[src/rtl/pix_pair_split.sv]
module pix_pair_split #(
  parameter int PIX_W = 24
) (
  input  logic             clk,
  input  logic             rst_n,
  input  logic             dual_mode,
  input  logic [PIX_W-1:0] in_data,
  input  logic             in_hs,
  input  logic             in_vs,
  input  logic             in_de,
  input  logic             err_clr,
  output logic [PIX_W-1:0] a_data,
  output logic             a_hs,
  output logic             a_vs,
  output logic             a_de,
  output logic [PIX_W-1:0] b_data,
  output logic             b_hs,
  output logic             b_vs,
  output logic             b_de,
  output logic             load,
  output logic             align_err
);

  logic             de_q, hs_q;
  logic             ph, tgl;
  logic             par_de, par_hs, v_de, v_hs;
  logic [PIX_W-1:0] h_data;
  logic             h_hs, h_vs, h_de;

  wire de_rise    = in_de & ~de_q;
  wire ph_cur     = ph & ~de_rise;
  wire de_chg     = in_de ^ de_q;
  wire hs_chg     = in_hs ^ hs_q;
  wire short_pair = ph_cur & h_de & ~in_de;
  wire bad_de     = de_chg & v_de & (tgl ^ par_de);
  wire bad_hs     = hs_chg & v_hs & (tgl ^ par_hs);
  wire err_set    = dual_mode & (bad_de | bad_hs | short_pair);

  always_ff @(posedge clk) begin
    if (!rst_n) begin
      de_q      <= 1'b0;
      hs_q      <= 1'b0;
      tgl       <= 1'b0;
      align_err <= 1'b0;
      par_de    <= 1'b0;
      par_hs    <= 1'b0;
      v_de      <= 1'b0;
      v_hs      <= 1'b0;
    end else begin
      de_q <= in_de;
      hs_q <= in_hs;
      tgl  <= ~tgl;
      if (err_set)      align_err <= 1'b1;
      else if (err_clr) align_err <= 1'b0;
      if (!dual_mode) begin
        v_de <= 1'b0;
        v_hs <= 1'b0;
      end else begin
        if (de_chg) begin
          par_de <= tgl;
          v_de   <= 1'b1;
        end
        if (hs_chg) begin
          par_hs <= tgl;
          v_hs   <= 1'b1;
        end
      end
    end
  end

  always_ff @(posedge clk) begin
    if (!rst_n) begin
      ph     <= 1'b0;
      load   <= 1'b0;
      h_data <= '0;
      h_hs   <= 1'b0;
      h_vs   <= 1'b0;
      h_de   <= 1'b0;
      a_data <= '0;
      a_hs   <= 1'b0;
      a_vs   <= 1'b0;
      a_de   <= 1'b0;
      b_data <= '0;
      b_hs   <= 1'b0;
      b_vs   <= 1'b0;
      b_de   <= 1'b0;
    end else if (!dual_mode) begin
      ph     <= 1'b0;
      load   <= 1'b1;
      a_data <= in_data;
      a_hs   <= in_hs;
      a_vs   <= in_vs;
      a_de   <= in_de;
      b_data <= '0;
      b_hs   <= 1'b0;
      b_vs   <= 1'b0;
      b_de   <= 1'b0;
    end else begin
      ph   <= ~ph_cur;
      load <= ph_cur;
      if (!ph_cur) begin
        h_data <= in_data;
        h_hs   <= in_hs;
        h_vs   <= in_vs;
        h_de   <= in_de;
      end else begin
        a_data <= h_data;
        a_hs   <= h_hs;
        a_vs   <= h_vs;
        a_de   <= h_de;
        b_data <= short_pair ? '0 : in_data;
        b_de   <= in_de & ~short_pair;
        b_hs   <= h_hs;
        b_vs   <= h_vs;
      end
    end
  end

endmodule

[config.mk]
export PLATFORM = sky130hd
export DESIGN_NAME = pix_pair_split
export DESIGN_NICKNAME = d
export VERILOG_FILES = /design/src/rtl/pix_pair_split.sv
export SDC_FILE = /design/constraint.sdc
export NUM_CORES = 1
export LEC_CHECK = 0
export BUFFER_PORTS_ARGS = -buffer_cell sky130_fd_sc_hd__buf_2
export CAP_MARGIN = 25
export CORE_ASPECT_RATIO = 0.8
export CORE_UTILIZATION = 35
export DETAILED_ROUTE_END_ITERATION = 6
export GPL_TIMING_DRIVEN = 0
export PLACE_DENSITY = 0.55
export SLEW_MARGIN = 10
export SYNTH_ARGS = -nofsm -noshare
export SYNTH_HDL_FRONTEND = slang
export SYNTH_SLANG_ARGS = --single-unit
[constraint.sdc]
create_clock -name clk -period 1.6 [get_ports clk]
set_clock_uncertainty 0.2 [all_clocks]
set_input_delay 0.32 -clock clk [delete_from_list [all_inputs] [get_ports clk]]
set_output_delay 0.32 -clock clk [all_outputs]
set_load 0.01 [all_outputs]
==> results of run 1 <==
-- metrics by stage --
step | hold slack [ps] | instances | setup TNS, ps | utilization, % | area (µm²)
after floorplan | 226 | 268 | 0 | - | 3230
after global placement | 238 | 465 | -20790 | 43.6 | 3800
after detailed placement | 242 | 465 | -21410 | 43.6 | 3800
after CTS | 3.87 | 494 | -3330 | 48.9 | 4260
after global routing | 11.9 | 498 | -3350 | 51.4 | 4480
final | 21.2 | 498 | -231 | 51.4 | 4480
-- logic make-up (layout without fill, tap and decap cells) --
| family | Yosys count | count (layout) | share of synthesized area (%) |
|---|---|---|---|
| xor gates and xnor gates | 3 | 3 | 0.813 |
| DFF | 91 | 91 | 56.3 |
| buffers and inverters | 26 | 144 | 6.15 |
| AOI/OAI and AO/OA | 93 | 93 | 23.7 |
| adders and majority gates | 1 | 1 | 0.387 |
| and+or+nand+nor | 30 | 30 | 5.18 |
| muxes | 24 | 24 | 7.43 |
-- area by class of cell --
class / count / area, µm² / share of cell area [%]
Timing Repair Buffer: 104 / 668 / 14.9
Inverter: 5 / 23.8 / 0.531
Clock buffer: 15 / 288 / 6.43
Buffer: 19 / 233 / 5.20
Tap cell: 112 / 140 / 3.13
Multi-Input combinational cell: 151 / 1290 / 28.9
Clock inverter: 1 / 5.00 / 0.112
Sequential cell: 91 / 1820 / 40.7
-- layer usage --
| metal | wire, µm | global-route usage (%) | vias to the layer above |
|---|---|---|---|
| li1 | - | - | 1238 |
| met1 | 4300 | 25.9 | 1218 |
| met2 | 3460 | 26.6 | 72 |
| met3 | 563 | 6.92 | 7 |
| met4 | 63 | 4.73 | 0 |
| met5 | 0 | 0 | - |
-- path summary, 6_finish.rpt --
check	from	to	slack (ps)	cells after the start
max	de_q$_SDFF_PN0_	h_data[19]$_SDFFE_PN0P_	-30	7
min reg2reg	b_vs$_SDFFE_PN0P_	b_vs$_SDFFE_PN0P_	250	2
min	in_vs	h_vs$_SDFFE_PN0P_	20	2
max reg2reg	de_q$_SDFF_PN0_	h_data[19]$_SDFFE_PN0P_	-30	7
-- cell usage in the layout, fill, tap and decap left out, types with 4 or more instances in the layout --
cell and n:
sky130_fd_sc_hd__o2bb2ai_1 15, sky130_fd_sc_hd__nand2_1 10, sky130_fd_sc_hd__buf_2 88, sky130_fd_sc_hd__clkbuf_16 12
sky130_fd_sc_hd__buf_12 4, sky130_fd_sc_hd__buf_6 6, sky130_fd_sc_hd__mux2i_1 24, sky130_fd_sc_hd__o21ai_0 5
sky130_fd_sc_hd__buf_4 14, sky130_fd_sc_hd__clkbuf_8 4, sky130_fd_sc_hd__a22o_1 49, sky130_fd_sc_hd__o2bb2ai_2 9
sky130_fd_sc_hd__buf_8 7, sky130_fd_sc_hd__nor2_1 4, sky130_fd_sc_hd__a21oi_1 8, sky130_fd_sc_hd__dfxtp_1 90
-- what timing repair did --
action / in CTS / in global routing
hold buffers: 0 / 0
endpoints found under the setup margin: 69 / 76
resized for setup: 15 / 30
setup buffers: 9 / 3
pin swaps: 8 / 22
gates cloned: 4 / 3
-- report_power, final --
group | switching [mW] | internal, mW
combinational | 0.289 | 0.288
sequential | 0.0620 | 2.38
clock | 0.821 | 1.22
total | 1.17 | 3.89
-- critical path: cells and delay by family, from the launching register on --
family	cells	cell delay (ps)
flip-flops	1	320
buffers and inverters	3	360
AND/OR/NAND/NOR	2	260
adder cells (fa/ha/maj)	1	150
AO/OA/AOI/OAI	1	230
==> insert_results.sql, run 1 <==
INSERT INTO impl_metrics (metric_group, metric, value, unit) VALUES
('logic_synthesis', 'netlist_top_cells_area', 'sky130_fd_sc_hd__dfxtp_1 (56%), sky130_fd_sc_hd__a22o_1 (13%), sky130_fd_sc_hd__mux2i_1 (7.4%), sky130_fd_sc_hd__o2bb2ai_1 (6.5%), sky130_fd_sc_hd__buf_6 (3.5%)', ''),
('min_path', 'worst_hold_path_type', 'primary input to flop', ''),
('sta', 'postLayoutSetupSlackWorst', '-32.0', 'ps'),
('final_layout', 'flow.area_growth_from_synthesis', '38.4', '%'),
('place', 'port_buffers', '85', ''),
('sta', 'final_max_slew_viol_count', '0', ''),
('logic_synthesis', 'seq_area_frac_synth', '56.3', '%'),
('setup_path', 'critical_path_source_type', 'flop', ''),
('clocking', 'cts-root-buf', 'sky130_fd_sc_hd__clkbuf_16', ''),
('sta', 'final_min_period_over_clock_period', '102', '%'),
('die', 'num_io_pins', '87', ''),
('final_layout', 'final_nets', '413', ''),
('sta', 'endpoints_failing_hold', '0', ''),
('die', 'initial_core_util', '37.1', '%'),
('logic_synthesis', 'synthesis.nets', '300', ''),
('job', 'cap_viol_max_count', '0', ''),
('logic_synthesis', 'share_of_synthesized_registers_carrying_an_async_set_or_reset', '0', '%'),
('logic_synthesis', 'yosysMostFrequentCell', 'sky130_fd_sc_hd__dfxtp_1', ''),
('sta', 'max_clock_freq', '613', 'MHz'),
('place', 'hpwlAfterDp', '5320', 'µm'),
('logic_synthesis', 'dominantRegCellSynth', 'sky130_fd_sc_hd__dfxtp_1', ''),
('grt', 'globalRouteOverflowTotal', '0', ''),
('clocking', 'cts_tree', 'yes', ''),
('clocking', 'cts.reportedPaths.clkPinSlew', '60', 'ps'),
('pwr', 'totalPowerFinal', '5.06', 'mW'),
('grt', 'grt_start_max_net_pins', '14', ''),
('setup_path', 'crit_slowest_cell', 'sky130_fd_sc_hd__dfxtp_2', ''),
('route', 'detail_route.vias_per_cell', '5.09', ''),
('route', 'total_wire_length', '8390', 'µm'),
('final_layout', 'drive_gt1_share', '40.4', '%'),
('die', 'fp.dieW', '109', 'µm'),
('route', 'route.antenna.remaining_nets', '0', ''),
('sta', 'setup_viol', '22', ''),
('grt', 'first_global_vias', '2447', ''),
('final_layout', 'fillCellCount', '789', ''),
('place', 'preCtsSetupSlack', '-400', 'ps'),
('final_layout', 'insertedDiodeCount', '0', ''),
('route', 'initialDrtViolationCount', '103', ''),
('run_status', 'failed_checks', 'setup timing', ''),
('pwr', 'power.leakage', '2.02', 'nW'),
('run_status', 'status', 'finished with violations', ''),
('sta', 'timing_worst_slew_pin_value', '345', 'ps'),
('pwr', 'powerDensity', '1130', 'nW/µm²'),
('sta', 'fin_crit', '1630', 'ps'),
('sta', 'timing.slew.headroom', '76.9', '%'),
('logic_synthesis', 'mappedNetlistArea', '3230', 'µm²'),
('setup_path', 'critPathMaxFanout', '7', ''),
('logic_synthesis', 'synth-edff-count', '0', ''),
('setup_path', 'crit_required', '1630', 'ps'),
('final_layout', 'largest_registers', 'a_data (24), b_data (24), h_data (24)', ''),
('setup_path', 'end_kind', 'flop', ''),
('clocking', 'cts_buffers', '9', ''),
('place', 'gp_routability_congestion', '0.740', ''),
('sta', 'rsz0062_at_grt', 'true', ''),
('clocking', 'htree_levels', '3', ''),
('grt', 'global_route.usage.total', '18.5', '%'),
('die', 'die_y', '88.0', 'µm'),
('logic_synthesis', 'synth_area_per_cell', '12.1', 'µm²'),
('logic_synthesis', 'synth.cells.most_frequent', 'sky130_fd_sc_hd__dfxtp_1 (91), sky130_fd_sc_hd__a22o_1 (49), sky130_fd_sc_hd__mux2i_1 (24), sky130_fd_sc_hd__o2bb2ai_1 (24)', ''),
('setup_path', 'worst_path_largest_cell_delay', '320', 'ps'),
('grt', 'grt_first_pass_wirelength', '13100', 'µm'),
('clocking', 'clock_latency', '340', 'ps'),
('setup_path', 'timing.critical_path.cells', 'inv_2 -> ha_4 -> nor2b_4 -> nor2_4 -> buf_12 -> clkbuf_16 -> a22o_1', ''),
('logic_synthesis', 'post_synth_top_area_cell', 'sky130_fd_sc_hd__dfxtp_1', ''),
('grt', 'grt_antenna_before_repair', '0', ''),
('route', 'routed_wire_length_per_instance', '16.8', 'µm'),
('route', 'drc', '0', ''),
('clocking', 'cts_num_sinks', '91', ''),
('logic_synthesis', 'ys_ff_latch', '91', ''),
('setup_path', 'critical_path_arrival', '1660', 'ps'),
('pwr', 'vdd.ir_drop.worst', '0.000620', 'V');
Note: power is estimated with default switching activity, not from simulation.
==> run 2: changes to the inputs <==
--- a/config.mk
+++ b/config.mk
@@ -12,6 +12,7 @@
 export DETAILED_ROUTE_END_ITERATION = 6
 export GPL_TIMING_DRIVEN = 0
 export PLACE_DENSITY = 0.55
+export REMOVE_ABC_BUFFERS = 1
 export SLEW_MARGIN = 10
 export SYNTH_ARGS = -nofsm -noshare
 export SYNTH_HDL_FRONTEND = slang
==> insert_results.sql, run 2 (synthesis gave the netlist of run 1 again) <==
INSERT INTO impl_metrics (metric_group, metric, value, unit) VALUES
('run_status', 'status', 'completed', ''),
('sta', 'final_min_period_over_clock_period', '97.9', '%'),
('setup_path', 'worst_path_largest_cell_delay', '320', 'ps'),
('clocking', 'cts_tree', 'yes', ''),
('final_layout', 'insertedDiodeCount', '0', ''),
('sta', 'postLayoutSetupSlackWorst', '34.1', 'ps'),
('pwr', 'vdd.ir_drop.worst', '0.000458', 'V'),
('sta', 'timing_worst_slew_pin_value', '312', 'ps'),
('sta', 'setup_viol', '0', ''),
('route', 'route.antenna.remaining_nets', '0', ''),
('setup_path', 'cell_depth_of_the_worst_flop_to_flop_path', '7', ''),
('grt', 'grt_antenna_before_repair', '0', ''),
('setup_path', 'timing.reg2reg.setup_slack', '30', 'ps'),
('die', 'dieArea', '9630', 'µm²'),
('final_layout', 'mostFrequentLayoutCells', 'sky130_fd_sc_hd__dfxtp_1 (90), sky130_fd_sc_hd__buf_2 (85), sky130_fd_sc_hd__a22o_1 (49)', ''),
('setup_path', 'crit_required', '1680', 'ps'),
('setup_path', 'crit-reg2reg-capture', 'b_data[11]$_SDFFE_PN0P_', ''),
('route', 'initialDrtViolationCount', '90', ''),
('setup_path', 'timing.critical_path.cells', 'inv_2 -> ha_4 -> nand2b_4 -> nor3_4 -> buf_12 -> clkbuf_16 -> a22o_1', ''),
('place', 'port_buffers', '86', ''),
('grt', 'grt_first_pass_wirelength', '12400', 'µm'),
('final_layout', 'finish.instance_area', '4280', 'µm²'),
('grt', 'first_global_vias', '2372', ''),
('grt', 'grt_start_max_net_pins', '40', ''),
('place', 'gp_routability_congestion', '0.671', ''),
('pwr', 'p_sw_share', '24.0', '%'),
('route', 'routed_wire_length_per_instance', '16.4', 'µm'),
('grt', 'use_met2', '26.0', '%'),
('pwr', 'power.leakage', '1.90', 'nW'),
('route', 'detail_route.vias_per_cell', '5.01', ''),
('clocking', 'htree_levels', '3', ''),
('final_layout', 'largest_registers', 'a_data (24), b_data (24), h_data (24)', ''),
('pwr', 'power.share.sequential', '49.3', '%'),
('clocking', 'cts_num_sinks', '91', ''),
('pwr', 'power.share.clock', '40.2', '%'),
('pwr', 'internal_pwr_total', '3.76', 'mW'),
('grt', 'grt_most_used_layer', 'met2', ''),
('setup_path', 'critical_setup_path_class', 'flop to flop', ''),
('clocking', 'clock_latency', '330', 'ps'),
('sta', 'timing.slew.headroom', '79.2', '%'),
('grt', 'global_route.usage.total', '17.1', '%'),
('grt', 'grt_util_met1', '23.0', '%'),
('sta', 'final_max_slew_viol_count', '0', ''),
('final_layout', 'drive_gt1_share', '35.8', '%'),
('clocking', 'cts_buffers', '9', ''),
('route', 'dr_total_vias', '2409', ''),
('die', 'die_y', '88.0', 'µm'),
('die', 'num_rows', '30', ''),
('clocking', 'cts.reportedPaths.clkPinSlew', '60', 'ps'),
('final_layout', 'flow.area_growth_from_synthesis', '32.2', '%'),
('sta', 'setup_total_neg_slack', '0', 'ps'),
('min_path', 'worst_hold_path_type', 'primary input to flop', ''),
('route', 'detail_route.first_pass.iterations', '4', ''),
('final_layout', 'mostFrequentLayoutCell', 'sky130_fd_sc_hd__dfxtp_1', ''),
('setup_path', 'end_kind', 'flop', ''),
('sta', 'endpoints_failing_hold', '0', ''),
('sta', 'fin_crit', '1570', 'ps'),
('setup_path', 'crit_slowest_cell', 'sky130_fd_sc_hd__dfxtp_2', ''),
('route', 'total_wire_length', '7900', 'µm'),
('sta', 'rsz0062_at_grt', 'true', ''),
('pwr', 'totalPowerFinal', '4.94', 'mW'),
('final_layout', 'final-instance-count-excl-fill', '481', ''),
('job', 'cap_viol_max_count', '0', ''),
('min_path', 'count_of_cells_along_the_worst_hold_path', '2', ''),
('route', 'drc', '0', ''),
('min_path', 'worst_hold_startpoint', 'in_vs', ''),
('clocking', 'cts-root-buf', 'sky130_fd_sc_hd__clkbuf_16', ''),
('place', 'preCtsSetupSlack', '-1670', 'ps'),
('place', 'hpwlAfterDp', '4340', 'µm'),
('place', 'placement.cell_area', '3680', 'µm²'),
('min_path', 'worst_hold_path.endpoint', 'h_vs$_SDFFE_PN0P_', ''),
('die', 'num_io_pins', '87', ''),
('sta', 'hold-worst-slack', '21.3', 'ps'),
('pwr', 'combPwrFrac', '10.5', '%'),
('pwr', 'power_dissipated_by_switching_net_loads', '1.18', 'mW'),
('grt', 'globalRouteOverflowTotal', '0', ''),
('setup_path', 'worst_r2r_startpoint', 'de_q$_SDFF_PN0_', ''),
('die', 'initial_core_util', '37.1', '%'),
('setup_path', 'critical_path_source_type', 'flop', ''),
('setup_path', 'critical_path_arrival', '1650', 'ps'),
('final_layout', 'finalCoreUtilization', '49.1', '%'),
('clocking', 'cts_hold_buffers', '0', ''),
('final_layout', 'final_nets', '396', ''),
('sta', 'max_clock_freq', '639', 'MHz'),
('die', 'fp.dieW', '109', 'µm'),
('grt', 'global_route.usage.met3', '6.47', '%'),
('setup_path', 'critPathMaxFanout', '6', ''),
('place', 'dp_cells', '448', ''),
('clocking', 'clock_tree.buffer_depth', '2', ''),
('pwr', 'powerDensity', '1160', 'nW/µm²'),
('die', 'placeableCoreArea', '8710', 'µm²');
run 2: cell types whose count changed in the layout (fill, tap and decap cells not counted), sizes merged:
cell / previous run / this run
inv: 4 / 6
o21ai: 6 / 7
clkbuf: 18 / 14
clkinvlp: 0 / 2
buf: 120 / 102
run 2: power by group through the flow:
stage	Combinational [mW]	Clock [mW]	Sequential, mW
after global routing	0.566	2.14	2.45
after floorplan	0.199	0	2.50
after global placement	0.415	0	2.48
after detailed placement	0.436	0	2.48
after CTS	0.495	2.04	2.43
final	0.519	1.99	2.43
run 2: worst max path at each step:
| stage | startpoint | to | slack (ps) |
|---|---|---|---|
| 2_1_floorplan | in_de | b_data[0]$_SDFFE_PN0P_ | -1000 |
| 3_3_place_gp | dual_mode | b_data[1]$_SDFFE_PN0P_ | -2900 |
| 3_5_place_dp | dual_mode | h_data[3]$_SDFFE_PN0P_ | -1670 |
| 4_1_cts | de_q$_SDFF_PN0_ | h_data[8]$_SDFFE_PN0P_ | 7 |
| 5_1_grt | de_q$_SDFF_PN0_ | h_data[3]$_SDFFE_PN0P_ | -30 |
| 6_report | de_q$_SDFF_PN0_ | b_data[11]$_SDFFE_PN0P_ | 30 |
run 2: layout make-up:
class                   instances  area, µm²
repair inverters                1       16.3
clock inverters                 4       25.0
repair buffers                104        722
multi-input cells             152       1260
fillers                       801       4430
flip-flops and latches         91       1820
clock buffers                  12        256
inverters                       5       31.3
well taps                     112        140
run 2: worst max-delay path: cells and delay by family (launching register included):
family	cells	cell delay, ps
adder cells (fa/ha/maj)	1	160
flip-flops	1	320
AO/OA/AOI/OAI	1	110
AND/OR/NAND/NOR	2	380
buffers and inverters	3	340
run 2: repair_timing:
item | CTS | global route
endpoints found under the setup margin | 87 | 71
resized for setup | 15 | 9
endpoints found under the hold margin | 0 | 0
gates cloned | 3 | 2
buffers inserted | 6 | 6
pin swaps | 3 | 4
run 2: per-layer routing:
metal  routed length [µm]  vias to the layer above
li1                     -                     1196
met1                 3980                     1140
met2                 3340                       68
met3                  519                        5
met4                   59                        0
met5                    0                        -
==> run 3: changes to the inputs <==
--- a/config.mk
+++ b/config.mk
@@ -5,6 +5,7 @@
 export SDC_FILE = /design/constraint.sdc
 export NUM_CORES = 1
 export LEC_CHECK = 0
+export ABC_AREA = 1
 export BUFFER_PORTS_ARGS = -buffer_cell sky130_fd_sc_hd__buf_2
 export CAP_MARGIN = 25
 export CORE_ASPECT_RATIO = 0.8
==> insert_results.sql, run 3 <==
INSERT INTO impl_metrics (metric_group, metric, value, unit) VALUES
('die', 'initial_core_util', '37.0', '%'),
('logic_synthesis', 'synth_area_per_cell', '8.40', 'µm²'),
('place', 'placement.cell_area', '3840', 'µm²'),
('logic_synthesis', 'yosysWarningCount', '0', ''),
('grt', 'grt_antenna_before_repair', '0', ''),
('sta', 'timing.slew.headroom', '69.9', '%'),
('setup_path', 'timing.reg2reg.setup_slack', '-7', 'ps'),
('sta', 'setup_viol', '3', ''),
('min_path', 'worst_hold_path.endpoint', 'b_data[22]$_SDFFE_PN0P_', ''),
('place', 'port_buffers', '86', ''),
('final_layout', 'final_nets', '544', ''),
('clocking', 'htree_levels', '3', ''),
('clocking', 'clock_tree.buffer_depth', '2', ''),
('logic_synthesis', 'mappedNetlistArea', '3430', 'µm²'),
('min_path', 'worst_hold_path_type', 'primary input to flop', ''),
('sta', 'setup_total_neg_slack', '-11.7', 'ps'),
('sta', 'postLayoutSetupSlackWorst', '-7.11', 'ps'),
('setup_path', 'end_kind', 'flop', ''),
('final_layout', 'finish.instance_area', '4550', 'µm²'),
('grt', 'first_global_vias', '2860', ''),
('grt', 'global_route.usage.total', '18.9', '%'),
('grt', 'globalRouteOverflowTotal', '0', ''),
('place', 'gp_routability_congestion', '0.709', ''),
('die', 'die_y', '90.5', 'µm'),
('final_layout', 'flow.area_growth_from_synthesis', '32.7', '%'),
('setup_path', 'critical_path_arrival', '1670', 'ps'),
('sta', 'endpoints_failing_hold', '0', ''),
('die', 'dieArea', '10200', 'µm²'),
('place', 'hpwlAfterDp', '4870', 'µm'),
('final_layout', 'mostFrequentLayoutCell', 'sky130_fd_sc_hd__nand2_1', ''),
('route', 'detail_route.first_pass.iterations', '4', ''),
('route', 'dr_total_vias', '3011', ''),
('route', 'total_wire_length', '9350', 'µm'),
('setup_path', 'critPathMaxFanout', '6', ''),
('final_layout', 'fillCellCount', '934', ''),
('sta', 'final_min_period_over_clock_period', '100', '%'),
('route', 'routed_wire_length_per_instance', '14.8', 'µm'),
('die', 'fp.dieW', '113', 'µm'),
('setup_path', 'worst_path_dominant_cell_family', 'flip-flops', ''),
('logic_synthesis', 'synth_top_cell_area_share', '53.1', '%'),
('setup_path', 'crit_required', '1670', 'ps'),
('sta', 'rsz0062_at_grt', 'true', ''),
('logic_synthesis', 'netlist_top_cells_area', 'sky130_fd_sc_hd__dfxtp_1 (53%), sky130_fd_sc_hd__nand2_1 (14%), sky130_fd_sc_hd__o21ai_1 (6.0%), sky130_fd_sc_hd__o21ai_0 (5.1%), sky130_fd_sc_hd__o21ai_2 (5.1%)', ''),
('logic_synthesis', 'dominantRegCellSynth', 'sky130_fd_sc_hd__dfxtp_1', ''),
('logic_synthesis', 'synth.cells.most_frequent', 'sky130_fd_sc_hd__nand2_1 (124), sky130_fd_sc_hd__dfxtp_1 (91), sky130_fd_sc_hd__o21ai_1 (41)', ''),
('pwr', 'powerDensity', '1120', 'nW/µm²'),
('pwr', 'vdd.ir_drop.worst', '0.000537', 'V'),
('route', 'route.antenna.remaining_nets', '0', ''),
('grt', 'grt_start_max_net_pins', '50', ''),
('pwr', 'totalPowerFinal', '5.08', 'mW'),
('run_status', 'status', 'finished with violations', ''),
('clocking', 'cts-root-buf', 'sky130_fd_sc_hd__clkbuf_16', ''),
('final_layout', 'insertedDiodeCount', '0', ''),
('logic_synthesis', 'yosysMostFrequentCell', 'sky130_fd_sc_hd__nand2_1', ''),
('logic_synthesis', 'gate_count_of_the_mapped_netlist', '408', ''),
('setup_path', 'worst_path_largest_cell_delay', '320', 'ps'),
('die', 'num_io_pins', '87', ''),
('min_path', 'worst_hold_startpoint', 'in_data[22]', ''),
('setup_path', 'critical_path_source_type', 'flop', ''),
('route', 'initialDrtViolationCount', '133', ''),
('final_layout', 'drive_gt1_share', '34.4', '%'),
('clocking', 'cts_num_sinks', '91', ''),
('setup_path', 'crit_slowest_cell', 'sky130_fd_sc_hd__dfxtp_2', ''),
('sta', 'final_max_slew_viol_count', '0', ''),
('die', 'num_rows', '31', ''),
('clocking', 'clock_latency', '340', 'ps'),
('final_layout', 'finalCoreUtilization', '49.1', '%'),
('sta', 'fin_crit', '1610', 'ps'),
('grt', 'grt_first_pass_wirelength', '14700', 'µm'),
('min_path', 'count_of_cells_along_the_worst_hold_path', '3', ''),
('job', 'cap_viol_max_count', '0', ''),
('route', 'drc', '0', ''),
('setup_path', 'worst_r2r_startpoint', 'de_q$_SDFF_PN0_', ''),
('sta', 'max_clock_freq', '622', 'MHz'),
('logic_synthesis', 'seq_area_frac_synth', '53.1', '%'),
('setup_path', 'timing.critical_path.cells', 'inv_2 -> ha_4 -> nor2_8 -> inv_6 -> a21oi_4 -> buf_12 -> nand2_4 -> o21ai_2', ''),
('clocking', 'cts_tree', 'yes', ''),
('final_layout', 'final-instance-count-excl-fill', '632', ''),
('logic_synthesis', 'share_of_synthesized_registers_carrying_an_async_set_or_reset', '0', '%'),
('logic_synthesis', 'synth-edff-count', '0', ''),
('logic_synthesis', 'ys_ff_latch', '91', ''),
('logic_synthesis', 'synth_cell_type_count', '27', ''),
('clocking', 'cts.reportedPaths.clkPinSlew', '60', 'ps'),
('clocking', 'cts_buffers', '9', ''),
('route', 'detail_route.vias_per_cell', '4.76', ''),
('setup_path', 'critical_setup_path_class', 'flop to flop', ''),
('final_layout', 'largest_registers', 'a_data (24), b_data (24), h_data (24)', ''),
('final_layout', 'mostFrequentLayoutCells', 'sky130_fd_sc_hd__nand2_1 (113), sky130_fd_sc_hd__dfxtp_1 (90), sky130_fd_sc_hd__buf_2 (86)', ''),
('sta', 'timing_worst_slew_pin_value', '451', 'ps'),
('run_status', 'failed_checks', 'setup timing', ''),
('pwr', 'power.leakage', '2.15', 'nW'),
('setup_path', 'crit-reg2reg-capture', 'b_data[5]$_SDFFE_PN0P_', ''),
('place', 'dp_cells', '589', ''),
('logic_synthesis', 'post_synth_top_area_cell', 'sky130_fd_sc_hd__dfxtp_1', ''),
('die', 'placeableCoreArea', '9270', 'µm²'),
('setup_path', 'critPathBufInv', '3', ''),
('setup_path', 'cell_depth_of_the_worst_flop_to_flop_path', '8', '');
[run 3: cell types whose count changed after synthesis, sizes merged, moves of 2 or more]
cell / change
nand3b: -3
nor2: +4
o21ai: +90
xnor2: -2
and2: -2
nor2b: -2
inv: +36
o2bb2ai: -24
a22o: -49
nand2: +117
a21oi: -3
buf: -2
mux2i: -23
nand3: +7
[run 3: report_power, final]
part	internal [mW]	leakage (nW)	switching (mW)
sequential	2.39	0.746	0.0642
combinational	0.224	1.26	0.364
clock	1.22	0.146	0.820
[run 3: final cells by class]
type	count	area (µm²)	share of cell area, %
Sequential cell	91	1820	40.1
Timing Repair Buffer	103	623	13.7
Multi-Input combinational cell	263	1450	31.8
Inverter	41	185	4.07
Clock inverter	1	5.00	0.110
Clock buffer	15	288	6.32
Tap cell	115	144	3.16
Timing Repair inverter	3	33.8	0.742
[run 3: worst reg2reg max path, stage by stage, from the launching register on]
cell and delay [ps]:
sky130_fd_sc_hd__dfxtp_2 320, sky130_fd_sc_hd__inv_2 40, sky130_fd_sc_hd__ha_4 170, sky130_fd_sc_hd__nor2_8 170
sky130_fd_sc_hd__inv_6 80, sky130_fd_sc_hd__a21oi_4 150, sky130_fd_sc_hd__buf_12 150, sky130_fd_sc_hd__nand2_4 120
sky130_fd_sc_hd__o21ai_2 140
[run 3: worst max path at each step]
stage | depth (start not counted) | slack, ps | end | from
final | 8 | -7 | b_data[5]$_SDFFE_PN0P_ | de_q$_SDFF_PN0_
after global routing | 8 | -60 | b_data[2]$_SDFFE_PN0P_ | de_q$_SDFF_PN0_
after CTS | 8 | -5 | b_data[14]$_SDFFE_PN0P_ | de_q$_SDFF_PN0_
after detailed placement | 6 | -860 | h_data[1]$_SDFFE_PN0P_ | in_de
after global placement | 6 | -840 | h_de$_SDFFE_PN0P_ | in_de
after floorplan | 5 | -120 | h_data[23]$_SDFFE_PN0P_ | in_de
[run 3: logic make-up after synthesis]
logic type	synth area share, %
buf+inv	9.53
fa+ha+maj	0.365
compound gates	18.0
flops	53.1
mux	0.292
simple gates	18.7
[run 3: repair_timing]
item                                   4_1_cts  5_1_grt
setup endpoints to repair                   81       39
cloned                                       8        2
hold buffers                                 1        0
endpoints found under the hold margin        1        0
buffers inserted                            13        3
gates resized for setup                     21       21
pin swaps                                    8        2
[run 3: stage by stage]
step / hold WS [ps] / setup WS, ps
after floorplan: 213 / -119
final: 34.4 / -7.11
after global placement: 224 / -836
after detailed placement: 234 / -855
after global routing: 41.9 / -61.1
after CTS: 26.7 / -4.71
[run 3: metal layers]
metal / global-route usage (%) / up-vias / wire (µm) / share of wire [%]
met4: 5.33 / 0 / 73 / 0.78
met3: 5.50 / 7 / 557 / 6.0
met1: 24.2 / 1376 / 4360 / 47
li1: - / 1539 / - / -
met2: 31.0 / 89 / 4360 / 47
met5: 0 / - / 0 / 0
